### config.mk
export PLATFORM = sky130hd
export DESIGN_NAME = serial_host_ctrl
export DESIGN_NICKNAME = d
export VERILOG_FILES = /design/src/rtl/shc_pkg.sv /design/src/rtl/shc_control.sv /design/src/rtl/shc_datapath.sv /design/src/rtl/serial_host_ctrl.sv
export SDC_FILE = /design/constraint.sdc
export NUM_CORES = 1
export LEC_CHECK = 0
export CORE_ASPECT_RATIO = 0.7
export CORE_MARGIN = 1
export CORE_UTILIZATION = 40
export DETAILED_ROUTE_END_ITERATION = 8
export HOLD_SLACK_MARGIN = 0.05
export PLACE_DENSITY = 0.82
export SETUP_SLACK_MARGIN = 0.1
export SLEW_MARGIN = 20
export SYNTH_ARGS = -nofsm -noshare
export SYNTH_HDL_FRONTEND = slang
export SYNTH_HIERARCHICAL = 1
export SYNTH_SLANG_ARGS = --single-unit
### constraint.sdc
create_clock -name clk -period 5.3 [get_ports clk]
set_clock_uncertainty 0.1 [all_clocks]
set_input_delay 1.59 -clock clk [delete_from_list [all_inputs] [get_ports clk]]
set_output_delay 1.59 -clock clk [all_outputs]
set_load 0.1 [all_outputs]
### src/rtl/shc_pkg.sv
package shc_pkg;
  localparam int DW = 8;

  // command bit positions (decoded by neighbours)
  localparam int CMD_TXEN  = 0;
  localparam int CMD_DTR   = 1;
  localparam int CMD_RXEN  = 2;
  localparam int CMD_BRK   = 3;
  localparam int CMD_ERST  = 4;
  localparam int CMD_RTS   = 5;
  localparam int CMD_IRST  = 6;
  localparam int CMD_HUNT  = 7;

  // bits kept as levels in the command register
  localparam logic [DW-1:0] CMD_LEVEL_MASK =
    DW'((1 << CMD_TXEN) | (1 << CMD_DTR) | (1 << CMD_RXEN) |
        (1 << CMD_BRK) | (1 << CMD_RTS));

  typedef enum logic {SEQ_MODE, SEQ_CMD} seqState_t;

  typedef struct packed {
    logic wrDataStart;
    logic rdDataStart;
    logic errClrNow;
    logic rdCtlLevel;
    logic rdDataLevel;
  } hostStrobes_t;
endpackage

### src/rtl/shc_control.sv
module shc_control
  import shc_pkg::*;
#(
  parameter int W = DW
) (
  input  logic         clk,
  input  logic         rst,
  input  logic         csN,
  input  logic         rdN,
  input  logic         wrN,
  input  logic         ctlSel,
  input  logic [W-1:0] dataIn,
  output hostStrobes_t strobes,
  output logic [W-1:0] modeWord,
  output logic         txEnable,
  output logic         rxEnable,
  output logic         sendBreak,
  output logic         dtrN,
  output logic         rtsN,
  output logic         errClear,
  output logic         huntStrobe
);
  localparam logic [W-1:0] LEVEL_MASK = W'(CMD_LEVEL_MASK);

  seqState_t   seqState;
  logic [W-1:0] cmdReg;
  logic wrActive, rdActive, wrPrev, rdPrev;
  logic wrStart, rdStart, ctlWrStart, cmdWrite;

  assign wrActive   = ~csN & ~wrN;
  assign rdActive   = ~csN & ~rdN & wrN;
  assign wrStart    = wrActive & ~wrPrev;
  assign rdStart    = rdActive & ~rdPrev;
  assign ctlWrStart = wrStart & ctlSel;
  assign cmdWrite   = ctlWrStart && (seqState == SEQ_CMD) && !dataIn[CMD_IRST];

  always_comb begin
    strobes.wrDataStart = wrStart & ~ctlSel;
    strobes.rdDataStart = rdStart & ~ctlSel;
    strobes.errClrNow   = cmdWrite & dataIn[CMD_ERST];
    strobes.rdCtlLevel  = rdActive & ctlSel;
    strobes.rdDataLevel = rdActive & ~ctlSel;
  end

  always_ff @(posedge clk) begin
    if (rst) begin
      wrPrev <= 1'b0;
      rdPrev <= 1'b0;
    end else begin
      wrPrev <= wrActive;
      rdPrev <= rdActive;
    end
  end

  always_ff @(posedge clk) begin
    if (rst) begin
      seqState   <= SEQ_MODE;
      modeWord   <= '0;
      cmdReg     <= '0;
      errClear   <= 1'b0;
      huntStrobe <= 1'b0;
    end else begin
      errClear   <= 1'b0;
      huntStrobe <= 1'b0;
      if (ctlWrStart) begin
        if (seqState == SEQ_MODE) begin
          modeWord <= dataIn;
          seqState <= SEQ_CMD;
        end else if (dataIn[CMD_IRST]) begin
          cmdReg   <= '0;
          seqState <= SEQ_MODE;
        end else begin
          cmdReg     <= dataIn & LEVEL_MASK;
          errClear   <= dataIn[CMD_ERST];
          huntStrobe <= dataIn[CMD_HUNT];
        end
      end
    end
  end

  assign txEnable  = cmdReg[CMD_TXEN];
  assign rxEnable  = cmdReg[CMD_RXEN];
  assign sendBreak = cmdReg[CMD_BRK];
  assign dtrN      = ~cmdReg[CMD_DTR];
  assign rtsN      = ~cmdReg[CMD_RTS];
endmodule

### src/rtl/shc_datapath.sv
module shc_datapath
  import shc_pkg::*;
#(
  parameter int W = DW,
  parameter int NERR = 3
) (
  input  logic          clk,
  input  logic          rst,
  input  hostStrobes_t  strobes,
  input  logic [W-1:0]  dataIn,
  input  logic [W-1:0]  rxData,
  input  logic          txReady,
  input  logic          rxReady,
  input  logic          txEmpty,
  input  logic          breakDet,
  input  logic [NERR-1:0] errSet,
  input  logic          dsrN,
  output logic [W-1:0]  txHoldData,
  output logic          txLoad,
  output logic          rxAck,
  output logic [W-1:0]  statusByte,
  output logic [W-1:0]  dataOut
);
  logic [NERR-1:0] errFlags;

  always_ff @(posedge clk) begin
    if (rst) begin
      txHoldData <= '0;
      txLoad     <= 1'b0;
      rxAck      <= 1'b0;
    end else begin
      txLoad <= strobes.wrDataStart;
      rxAck  <= strobes.rdDataStart;
      if (strobes.wrDataStart) txHoldData <= dataIn;
    end
  end

  for (genvar i = 0; i < NERR; i++) begin : g_err
    always_ff @(posedge clk) begin
      if (rst || strobes.errClrNow) errFlags[i] <= 1'b0;
      else if (errSet[i])           errFlags[i] <= 1'b1;
    end
  end

  always_comb begin
    statusByte = '0;
    statusByte[0] = txReady;
    statusByte[1] = rxReady;
    statusByte[2] = txEmpty;
    statusByte[3 +: NERR] = errFlags;
    statusByte[6] = breakDet;
    statusByte[7] = ~dsrN;
  end

  always_comb begin
    if (strobes.rdCtlLevel)       dataOut = statusByte;
    else if (strobes.rdDataLevel) dataOut = rxData;
    else                          dataOut = '0;
  end
endmodule

### src/rtl/serial_host_ctrl.sv
module serial_host_ctrl
  import shc_pkg::*;
(
  input  logic       clk,
  input  logic       rst,
  input  logic       csN,
  input  logic       rdN,
  input  logic       wrN,
  input  logic       ctlSel,
  input  logic [7:0] dataIn,
  output logic [7:0] dataOut,
  input  logic [7:0] rxData,
  input  logic       txReady,
  input  logic       rxReady,
  input  logic       txEmpty,
  input  logic       breakDet,
  input  logic       parErrSet,
  input  logic       ovrErrSet,
  input  logic       frmErrSet,
  input  logic       dsrN,
  output logic [7:0] modeWord,
  output logic [7:0] txHoldData,
  output logic       txLoad,
  output logic       rxAck,
  output logic       txEnable,
  output logic       rxEnable,
  output logic       sendBreak,
  output logic       errClear,
  output logic       huntStrobe,
  output logic       dtrN,
  output logic       rtsN
);
  hostStrobes_t strobes;
  logic [7:0]   statusByte;

  shc_control #(.W(8)) u_control (
    .clk(clk), .rst(rst), .csN(csN), .rdN(rdN), .wrN(wrN),
    .ctlSel(ctlSel), .dataIn(dataIn), .strobes(strobes),
    .modeWord(modeWord), .txEnable(txEnable), .rxEnable(rxEnable),
    .sendBreak(sendBreak), .dtrN(dtrN), .rtsN(rtsN),
    .errClear(errClear), .huntStrobe(huntStrobe)
  );

  shc_datapath #(.W(8), .NERR(3)) u_datapath (
    .clk(clk), .rst(rst), .strobes(strobes), .dataIn(dataIn),
    .rxData(rxData), .txReady(txReady), .rxReady(rxReady),
    .txEmpty(txEmpty), .breakDet(breakDet),
    .errSet({frmErrSet, ovrErrSet, parErrSet}), .dsrN(dsrN),
    .txHoldData(txHoldData), .txLoad(txLoad), .rxAck(rxAck),
    .statusByte(statusByte), .dataOut(dataOut)
  );
endmodule

==> reports/summary.txt, run 1 <==
result of the run: finished, final reports clean
standard cell area after detailed placement: 1990 sq um
remaining max-slew budget at the tightest pin: 33.1%
global-route congestion overflow total: 0
upper clock frequency limit: 200 MHz
internal power summed over all cells: 0.000435 W
pins over their slew limit: 0
Layout Cell Area excl Fill: 2100 sq um
global-route usage over all layers: 21.7%
drt via density: 5.31
Maximum Capacitance Violations: 0
path type of the worst setup path: input port to output pin
Sink Count: 31
IR drop worst, VDD: 0.000203 V
number of H-tree branching levels: 2
Switching Fraction: 27.4%
fin nets: 228
Setup crit start kind: input port
Site Rows: 16
detailed-route wire length: 3600 microns
worst-path cell chain: clkdlybuf4s50_1 -> nor2_1 -> and3_1 -> nor2b_4 -> a22o_1 -> buf_12
proportion of layout cells with a drive suffix above 1: 13.6%
Crit path max-delay family: simple AND/OR/NAND/NOR gates
post-synthesis instance area: 1300 sq um
clock network power share: 39.9%
post-route clock period utilization: 94.2%
post-route worst setup slack: 305 ps
dpl hpwl: 2530 microns
I/O pins: 63
hold buffers post-CTS: 0
Worst Tran Pin Value: 1000 ps
IO Port Bufs: 62
mean instance size in the synthesized netlist: 9.47 sq um
worst-case clock buffer depth: 2
setup repair after global routing missed its margin: no
Comb power frac: 19.1%
net switching power of the design: 0.000164 W
# Post-CTS Setup Buffers: 0
synthesis warning total: 6
Seq pwr share: 40.9%
chip width: 70.1 microns
sum of buffers and inverters on the critical path: 2
required time at the endpoint of the critical path: 3610 ps
layout overhead on the synthesized area: 61.7%
routability-driven placement congestion ratio: 0.777
count of inserted antenna diode cells: 0
number of design-rule violations left by the first detailed-router iteration: 113
DRC Markers: 0
placeable core region: 2940 sq um
Final Hold Violating Endpoints: 0
worst setup slack after placement: 284 ps
Worst Setup End Kind: output pin
number of clock buffers inserted by TritonCTS: 5
CTS tree: built
arrival time of data at the critical path endpoint: 3300 ps
die boundary height: 49.7 microns
CTS resizes: 0
via count of the routed design: 1249
number of antenna violations at the first check in global routing: 0
leakage power total: 0.743 nW
Antenna Nets Post-Route: 0
wire length of the first global-routing pass: 5870 microns
power density over the cells: 286 nW/um^2
clock latency of the later-clocked register in the worst-skew pair: 280 ps
starting density of the core: 44.1%
CTS Root Cell: sky130_fd_sc_hd__clkbuf_8
number of iterations in the first detailed-routing pass: 4
detail-routed net length per standard cell: 15.3 microns
critical path's largest stage delay: 540 ps
setup TNS: 0 ps
CP max FO: 11
Synth Instances: 137
slowest cell on the critical path: sky130_fd_sc_hd__clkdlybuf4s50_1
clock edge transition at the registers on the reported setup and hold paths: 60 ps
fill cell total of the finished layout: 221
synthesized netlist net count: 167
worst hold-check path type: flop to flop
minimum clock period after layout: 4990 ps
total die area: 3480 sq um
pin count of the biggest net entering global routing: 32
final setup vio count: 0
vias in the first global route: 1235
## power by group through the flow
stage | Sequential [W] | Combinational (W) | Clock [W]
2_1_floorplan | 0.000280 | 0.0000405 | 0
3_3_place_gp | 0.000250 | 0.000113 | 0
3_5_place_dp | 0.000250 | 0.000115 | 0
4_1_cts | 0.000245 | 0.000115 | 0.000243
5_1_grt | 0.000246 | 0.000120 | 0.000255
6_report | 0.000245 | 0.000115 | 0.000239
## tightest hold or removal path, stage by stage, from the launching register on
cell	delay [ps]
sky130_fd_sc_hd__dfxtp_1	310
sky130_fd_sc_hd__o21ai_2	50
sky130_fd_sc_hd__a21oi_1	50
## sequential cells by signal, indices dropped and copies added, names as in the netlist
name / count
u_control/cmdReg: 5
u_control/errClear: 1
u_control/huntStrobe: 1
u_control/modeWord: 8
u_control/rdPrev: 1
u_control/seqState: 1
u_control/wrPrev: 1
u_datapath/rxAck: 1
u_datapath/statusByte: 3
u_datapath/txHoldData: 8
u_datapath/txLoad: 1
## cell usage in the layout, fill, tap and decap left out, drive strengths merged, types with 4 or more instances in the layout
cell type,instances
dfxtp,31
nor2,14
nand2,6
nand4b,5
buf,11
o21ai,15
nand3,8
a21oi,14
inv,4
mux2i,8
clkdlybuf4s50,53
a22o,6
nor3,5
clkbuf,6
## through the flow
stage / total power (W) / std cells / hold WS (ps) / util (%)
detailed placement: 0.000365 / 227 / 354 / 67.5
floorplan: 0.000320 / 137 / 339 / -
CTS: 0.000604 / 235 / 362 / 71.5
global route: 0.000621 / 235 / 377 / 71.3
global placement: 0.000363 / 227 / 350 / 67.5
finish: 0.000599 / 235 / 361 / 71.3
## routing by layer
metal	track usage, %	part of all wire, %
met1	25.0	41
met2	37.7	50
met3	7.98	8.0
met4	7.00	1.1
met5	0	0
## final cells by class
cell class / count / area (sq um) / share of cell area, %
Multi-Input combinational cell: 92 / 589 / 28.1
Clock inverter: 2 / 35.0 / 1.67
Timing Repair Buffer: 64 / 711 / 33.9
Inverter: 4 / 15.0 / 0.716
Tap cell: 36 / 45.0 / 2.15
Sequential cell: 31 / 621 / 29.6
Clock buffer: 6 / 82.6 / 3.94
## final timing paths
path	slack (ps)	depth (start not counted)	end	start
setup reg to reg	3620	5	u_datapath/statusByte[4]	u_control/wrPrev
hold / removal	360	2	u_control/modeWord[3]	u_control/modeWord[3]
hold reg to reg	360	2	u_control/modeWord[3]	u_control/modeWord[3]
setup / recovery	310	6	dataOut[7]	csN
Note: power is estimated with default switching activity, not from simulation.
==> inputs of run 2 (changes only) <==
--- a/config.mk
+++ b/config.mk
@@ -7,10 +7,10 @@
 export LEC_CHECK = 0
 export CORE_ASPECT_RATIO = 0.7
 export CORE_MARGIN = 1
-export CORE_UTILIZATION = 40
+export CORE_UTILIZATION = 36
 export DETAILED_ROUTE_END_ITERATION = 8
 export HOLD_SLACK_MARGIN = 0.05
-export PLACE_DENSITY = 0.82
+export PLACE_DENSITY = 0.78
 export SETUP_SLACK_MARGIN = 0.1
 export SLEW_MARGIN = 20
 export SYNTH_ARGS = -nofsm -noshare
==> constraint.sdc (replaced) <==
create_clock -name clk -period 4.35 [get_ports clk]
set_clock_uncertainty 0.1 [all_clocks]
set_input_delay 1.305 -clock clk [delete_from_list [all_inputs] [get_ports clk]]
set_output_delay 1.305 -clock clk [all_outputs]
set_load 0.1 [all_outputs]
==> reports/summary.txt, run 2 (synthesized netlist as in run 1, its figures left out) <==
path type of the worst setup path: input port to output pin
routability-driven placement congestion ratio: 0.758 (-2.5%)
internal power summed over all cells: 0.000491 W (+13%)
clock latency of the later-clocked register in the worst-skew pair: 270 ps (about the same)
starting density of the core: 39.4% (-4.7 points)
detailed-route wire length: 3490 microns (-3.0%)
CTS Root Cell: sky130_fd_sc_hd__clkbuf_8
Worst Tran Pin Value: 979 ps (-21.8 ps)
IO Port Bufs: 62 (unchanged)
count of placed standard cells including taps: 242 (+6.6%)
net switching power of the design: 0.000193 W (+18%)
I/O pins: 63 (unchanged)
Reg2Reg Launch Point: u_control/wrPrev
count of placed standard cells in the final layout, fillers left out: 250 (+6.4%)
Worst Setup End Kind: output pin
IR drop worst, VDD: 0.000311 V (+53%)
hold wc startpoint: u_control/modeWord[3]
placeable core region: 3300 sq um (+12%)
minimum clock period after layout: 4190 ps
Switching Fraction: 28.2% (+0.79 points)
pin count of the biggest net entering global routing: 32 (unchanged)
global-route congestion overflow total: 0 (unchanged)
overall power consumption: 0.000684 W (+14%)
number of H-tree branching levels: 2 (unchanged)
end point of the worst hold path: u_control/modeWord[3]
number of iterations in the first detailed-routing pass: 4 (unchanged)
Setup crit start kind: input port
DRC Markers: 0 (unchanged)
detail-routed net length per standard cell: 14.0 microns (-8.8%)
drt via density: 4.95 (-6.8%)
final setup vio count: 0 (unchanged)
CP max FO: 11 (unchanged)
fin nets: 232 (+1.8%)
power density over the cells: 321 nW/um^2 (+12%)
commonest cells after routing, fill and taps aside: sky130_fd_sc_hd__clkdlybuf4s50_1, sky130_fd_sc_hd__dfxtp_1, sky130_fd_sc_hd__a21oi_1
Comb power frac: 21.0% (+1.9 points)
count of inserted antenna diode cells: 0 (unchanged)
number of antenna violations at the first check in global routing: 0 (unchanged)
die boundary height: 52.2 microns (+5.2%)
leakage power total: 0.754 nW (+1.4%)
worst hold-check path type: flop to flop
Site Rows: 17 (+1)
setup repair after global routing missed its margin: no
worst-case clock buffer depth: 2 (unchanged)
clock edge transition at the registers on the reported setup and hold paths: 60 ps (about the same)
clock network power share: 35.4% (-4.5 points)
chip width: 73.8 microns (+5.3%)
Antenna Nets Post-Route: 0 (unchanged)
number of cells on the worst reg-to-reg path: 5 (unchanged)
commonest non-fill, non-tap cell in the layout: sky130_fd_sc_hd__clkdlybuf4s50_1
pins over their slew limit: 0 (unchanged)
Hold Path Depth: 2 (unchanged)
total die area: 3850 sq um (+11%)
Final Hold Violating Endpoints: 0 (unchanged)
required time at the endpoint of the critical path: 2940 ps (-670 ps)
registers with the most flip-flops: u_control/modeWord (8), u_datapath/txHoldData (8), u_control/cmdReg (5)
vias in the first global route: 1208 (-2.2%)
CTS tree: built
arrival time of data at the critical path endpoint: 2790 ps (-510 ps)
layout overhead on the synthesized area: 64.3%
remaining max-slew budget at the tightest pin: 34.5% (+1.5 points)
smallest hold slack: 366 ps (+5.17 ps)
dpl hpwl: 2470 microns (-2.3%)
upper clock frequency limit: 238 MHz
via count of the routed design: 1238 (-0.88%)
result of the run: finished, final reports clean
post-route clock period utilization: 96.4%
Sink Count: 31 (unchanged)
global-route usage over all layers: 19.4% (-2.4 points)
Seq pwr share: 43.6% (+2.7 points)
number of clock buffers inserted by TritonCTS: 5 (unchanged)
proportion of layout cells with a drive suffix above 1: 16.3% (+2.7 points)
minimum setup slack among reg-to-reg paths: 2680 ps (-940 ps)
wire length of the first global-routing pass: 5490 microns (-6.4%)
worst flop-to-flop path endpoint: u_datapath/statusByte[5]
number of design-rule violations left by the first detailed-router iteration: 88 (-22%)
Maximum Capacitance Violations: 0 (unchanged)
run 2: changes by cell type in the layout (fill, tap and decap cells not counted):
cell,delta
sky130_fd_sc_hd__clkbuf_8,+1
sky130_fd_sc_hd__buf_4,+4
sky130_fd_sc_hd__nor2_1,-2
sky130_fd_sc_hd__bufinv_16,-1
sky130_fd_sc_hd__o21ai_1,+2
sky130_fd_sc_hd__nor2_2,+2
sky130_fd_sc_hd__clkbuf_1,+1
sky130_fd_sc_hd__o21ai_0,-2
sky130_fd_sc_hd__nand2_2,+1
sky130_fd_sc_hd__clkinv_2,-1
sky130_fd_sc_hd__nand2_1,-1
run 2: worst max path at each step:
stage          from          to  slack (ps)
2_1_floorplan   rdN  dataOut[5]        -110
3_3_place_gp    csN  dataOut[3]         220
3_5_place_dp    csN  dataOut[0]         160
4_1_cts         csN  dataOut[0]         120
5_1_grt         rdN  dataOut[7]          90
6_report        csN  dataOut[0]         160
run 2: final cells by class:
cell class,count,area [sq um]
Multi-Input combinational cell,92,597
Tap cell,47,58.8
Fill cell,263,1160
Inverter,4,15.0
Sequential cell,31,621
Timing Repair Buffer,68,741
Clock buffer,8,100
run 2: power by group through the flow:
stage                logic, W  registers, W  clock network [W]
floorplan           0.0000494      0.000341                  0
global placement     0.000140      0.000305                  0
detailed placement   0.000142      0.000305                  0
CTS                  0.000143      0.000299           0.000248
global route         0.000149      0.000300           0.000269
finish               0.000143      0.000299           0.000242
run 2: timing repair:
action                     CTS  global route
hold buffers                 0             0
buffers inserted             0             0
resized for setup            0             3
setup endpoints to repair    0             6
run 2: routing by layer:
| layer | vias up | share of wire (%) | track usage, % |
|---|---|---|---|
| met5 | - | 0 | 0 |
| met4 | 0 | 1.3 | 7.05 |
| met3 | 6 | 5.4 | 7.31 |
| met2 | 42 | 51 | 32.1 |
| met1 | 576 | 43 | 22.9 |
| li1 | 614 | - | - |
run 2: per-stage QoR:
step	util, %	TNS (ps)	instance area [sq um]	setup slack [ps]
floorplan	-	-217	1300	-108
global placement	61.6	0	2030	224
detailed placement	61.6	0	2030	161
CTS	64.6	0	2130	123
global route	64.7	0	2130	93.5
finish	64.7	0	2130	157
run 2: critical path, cell delays in order:
cell and delay [ps]:
sky130_fd_sc_hd__clkdlybuf4s50_1 500, sky130_fd_sc_hd__nor2_2 60, sky130_fd_sc_hd__and3_1 170, sky130_fd_sc_hd__buf_4 170, sky130_fd_sc_hd__nor2b_4 190, sky130_fd_sc_hd__a22o_1 200, sky130_fd_sc_hd__buf_12 180
==> inputs of run 3 (changes only) <==
--- a/config.mk
+++ b/config.mk
@@ -5,14 +5,15 @@
 export SDC_FILE = /design/constraint.sdc
 export NUM_CORES = 1
 export LEC_CHECK = 0
+export ABC_AREA = 0
 export CORE_ASPECT_RATIO = 0.7
 export CORE_MARGIN = 1
 export CORE_UTILIZATION = 36
 export DETAILED_ROUTE_END_ITERATION = 8
 export HOLD_SLACK_MARGIN = 0.05
 export PLACE_DENSITY = 0.78
-export SETUP_SLACK_MARGIN = 0.1
-export SLEW_MARGIN = 20
+export SETUP_SLACK_MARGIN = 0.5
+export SLEW_MARGIN = 10
 export SYNTH_ARGS = -nofsm -noshare
 export SYNTH_HDL_FRONTEND = slang
 export SYNTH_HIERARCHICAL = 1
==> reports/summary.txt, run 3 (synthesized netlist as in run 1, its figures left out) <==
result of the run: finished, final reports clean
post-route clock period utilization: 86.9% (-9.5 points)
registers with the most flip-flops: u_control/modeWord (8), u_datapath/txHoldData (8), u_control/cmdReg (5)
Comb power frac: 21.2% (+0.2 points)
setup TNS: 0 ps (unchanged)
number of antenna violations at the first check in global routing: 0 (unchanged)
commonest non-fill, non-tap cell in the layout: sky130_fd_sc_hd__clkdlybuf4s50_1
IO Port Bufs: 62 (unchanged)
upper clock frequency limit: 265 MHz (+11%)
worst-path cell chain: dlygate4sd2_1 -> and3_4 -> nor2b_4 -> a22o_1 -> buf_12
net switching power of the design: 0.000199 W (+2.8%)
pin count of the biggest net entering global routing: 32 (unchanged)
I/O pins: 63 (unchanged)
number of design-rule violations left by the first detailed-router iteration: 93 (+5.7%)
met3 Track Usage GR: 6.54% (-0.77 points)
final setup vio count: 0 (unchanged)
clock latency of the later-clocked register in the worst-skew pair: 280 ps (about the same)
via count of the routed design: 1264 (+2.1%)
minimum clock period after layout: 3780 ps (-413 ps)
clock edge transition at the registers on the reported setup and hold paths: 60 ps (about the same)
fill cell total of the finished layout: 249 (-5.3%)
starting density of the core: 39.4% (unchanged)
commonest cells after routing, fill and taps aside: sky130_fd_sc_hd__clkdlybuf4s50_1, sky130_fd_sc_hd__dfxtp_1, sky130_fd_sc_hd__a21oi_1
dpl hpwl: 2700 microns (+9.1%)
clock network power share: 35.5% (about the same)
Global Route met1 Usage: 26.1% (+3.2 points)
global-route usage over all layers: 20.8% (+1.4 points)
pins over their slew limit: 0 (unchanged)
DRC Markers: 0 (unchanged)
Worst Setup End Kind: output pin
global-route congestion overflow total: 0 (unchanged)
detailed-route wire length: 3710 microns (+6.4%)
Layout Cell Area excl Fill: 2190 sq um (+2.6%)
number of H-tree branching levels: 2 (unchanged)
Seq pwr share: 43.2% (-0.4 points)
die boundary height: 52.2 microns (unchanged)
Switching Fraction: 28.7% (+0.49 points)
placeable core region: 3300 sq um (unchanged)
proportion of layout cells with a drive suffix above 1: 21.3% (+5.0 points)
arrival time of data at the critical path endpoint: 2380 ps (-410 ps)
path type of the worst setup path: input port to output pin
Antenna Nets Post-Route: 0 (unchanged)
total die area: 3850 sq um (unchanged)
internal power summed over all cells: 0.000493 W (+0.37%)
number of iterations in the first detailed-routing pass: 4 (unchanged)
count of inserted antenna diode cells: 0 (unchanged)
Maximum Capacitance Violations: 0 (unchanged)
required time at the endpoint of the critical path: 2940 ps (about the same)
register cell area after layout: 621 sq um (unchanged)
CTS Root Cell: sky130_fd_sc_hd__clkbuf_8
standard cell area after detailed placement: 2050 sq um (+0.92%)
total area of multi-input combinational cells: 626 sq um (+4.8%)
Worst Tran Pin Value: 1100 ps (+119 ps)
wire length of the first global-routing pass: 5820 microns (+6.0%)
remaining max-slew budget at the tightest pin: 26.6% (-8.0 points)
setup repair after global routing missed its margin: no
critical path's largest stage delay: 260 ps (-240 ps)
met2 track demand over resource: 32.7% (+0.61 points)
vias in the first global route: 1189 (-1.6%)
layout overhead on the synthesized area: 68.7%
hold buffers post-CTS: 0 (unchanged)
number of clock buffers inserted by TritonCTS: 5 (unchanged)
IR drop worst, VDD: 0.000199 V (-36%)
routability-driven placement congestion ratio: 0.739 (-2.5%)
detail-routed net length per standard cell: 14.6 microns (+4.8%)
worst hold-check path type: flop to flop
count of placed standard cells in the final layout, fillers left out: 254 (+1.6%)
CTS tree: built
Site Rows: 17 (unchanged)
chip width: 73.8 microns (unchanged)
power density over the cells: 316 nW/um^2 (-1.5%)
fin nets: 236 (+1.7%)
Sink Count: 31 (unchanged)
Setup crit start kind: input port
Final Hold Violating Endpoints: 0 (unchanged)
worst-case clock buffer depth: 2 (unchanged)
slowest cell on the critical path: sky130_fd_sc_hd__dlygate4sd2_1
leakage power total: 0.781 nW (+3.7%)
count of placed standard cells including taps: 242 (unchanged)
drt via density: 4.98 (+0.49%)
CP max FO: 8 (-3)
share of the core filled with cells in the final layout: 66.4% (+1.7 points)
global-route layer with the greatest usage: met2
==> run 3: cell count changes in the layout (fill, tap and decap cells not counted), moves of 2 or more <==
cell / change
sky130_fd_sc_hd__clkdlybuf4s50_1: -3
sky130_fd_sc_hd__buf_4: +3
sky130_fd_sc_hd__o21ai_1: -2
sky130_fd_sc_hd__a22o_2: +3
sky130_fd_sc_hd__a22o_1: -3
==> run 3: repair_timing <==
action	CTS	global route
pin swaps	4	3
buffers inserted	2	2
resized for setup	15	2
endpoints found under the hold margin	0	0
endpoints found under the setup margin	8	8
==> run 3: per-stage QoR <==
step                      setup slack, ps  hold slack (ps)  power [W]
after floorplan                       335              339   0.000391
after global placement                193              351   0.000446
after detailed placement              140              366   0.000449
after CTS                             540              375   0.000697
after global routing                  505              390   0.000717
final                                 570              377   0.000692
==> run 3: final timing paths <==
check                         from                  endpoint  slack, ps  cells after the start
max                            wrN                dataOut[3]        570                      5
min reg2reg  u_control/modeWord[0]     u_control/modeWord[0]        380                      2
min          u_control/modeWord[0]     u_control/modeWord[0]        380                      2
max reg2reg       u_control/wrPrev  u_datapath/statusByte[5]       2580                      5
==> run 3: critical path: cells and delay by family <==
| family | cells | cell delay [ps] |
|---|---|---|
| AO/OA/AOI/OAI | 1 | 210 |
| AND/OR/NAND/NOR | 2 | 400 |
| buffers and inverters | 2 | 450 |
==> run 3: area by class of cell <==
cell class | count | area share, %
timing repair buffer | 72 | 35.1
multi-input combinational | 92 | 28.6
sequential | 31 | 28.4
clock buffer | 8 | 4.57
inverter | 4 | 0.686
tap | 47 | 2.69
==> run 3: layer usage <==
layer / vias up / share of wire (%)
met2: 43 / 48
li1: 628 / -
met4: 0 / 2.6
met3: 10 / 5.0
met5: - / 0
met1: 583 / 45
==> run 3: power groups by stage <==
stage / Clock (W) / Combinational [W] / Sequential [W]
floorplan: 0 / 0.0000503 / 0.000341
global placement: 0 / 0.000141 / 0.000305
detailed placement: 0 / 0.000144 / 0.000305
CTS: 0.000253 / 0.000146 / 0.000299
global route: 0.000263 / 0.000154 / 0.000300
finish: 0.000246 / 0.000147 / 0.000299
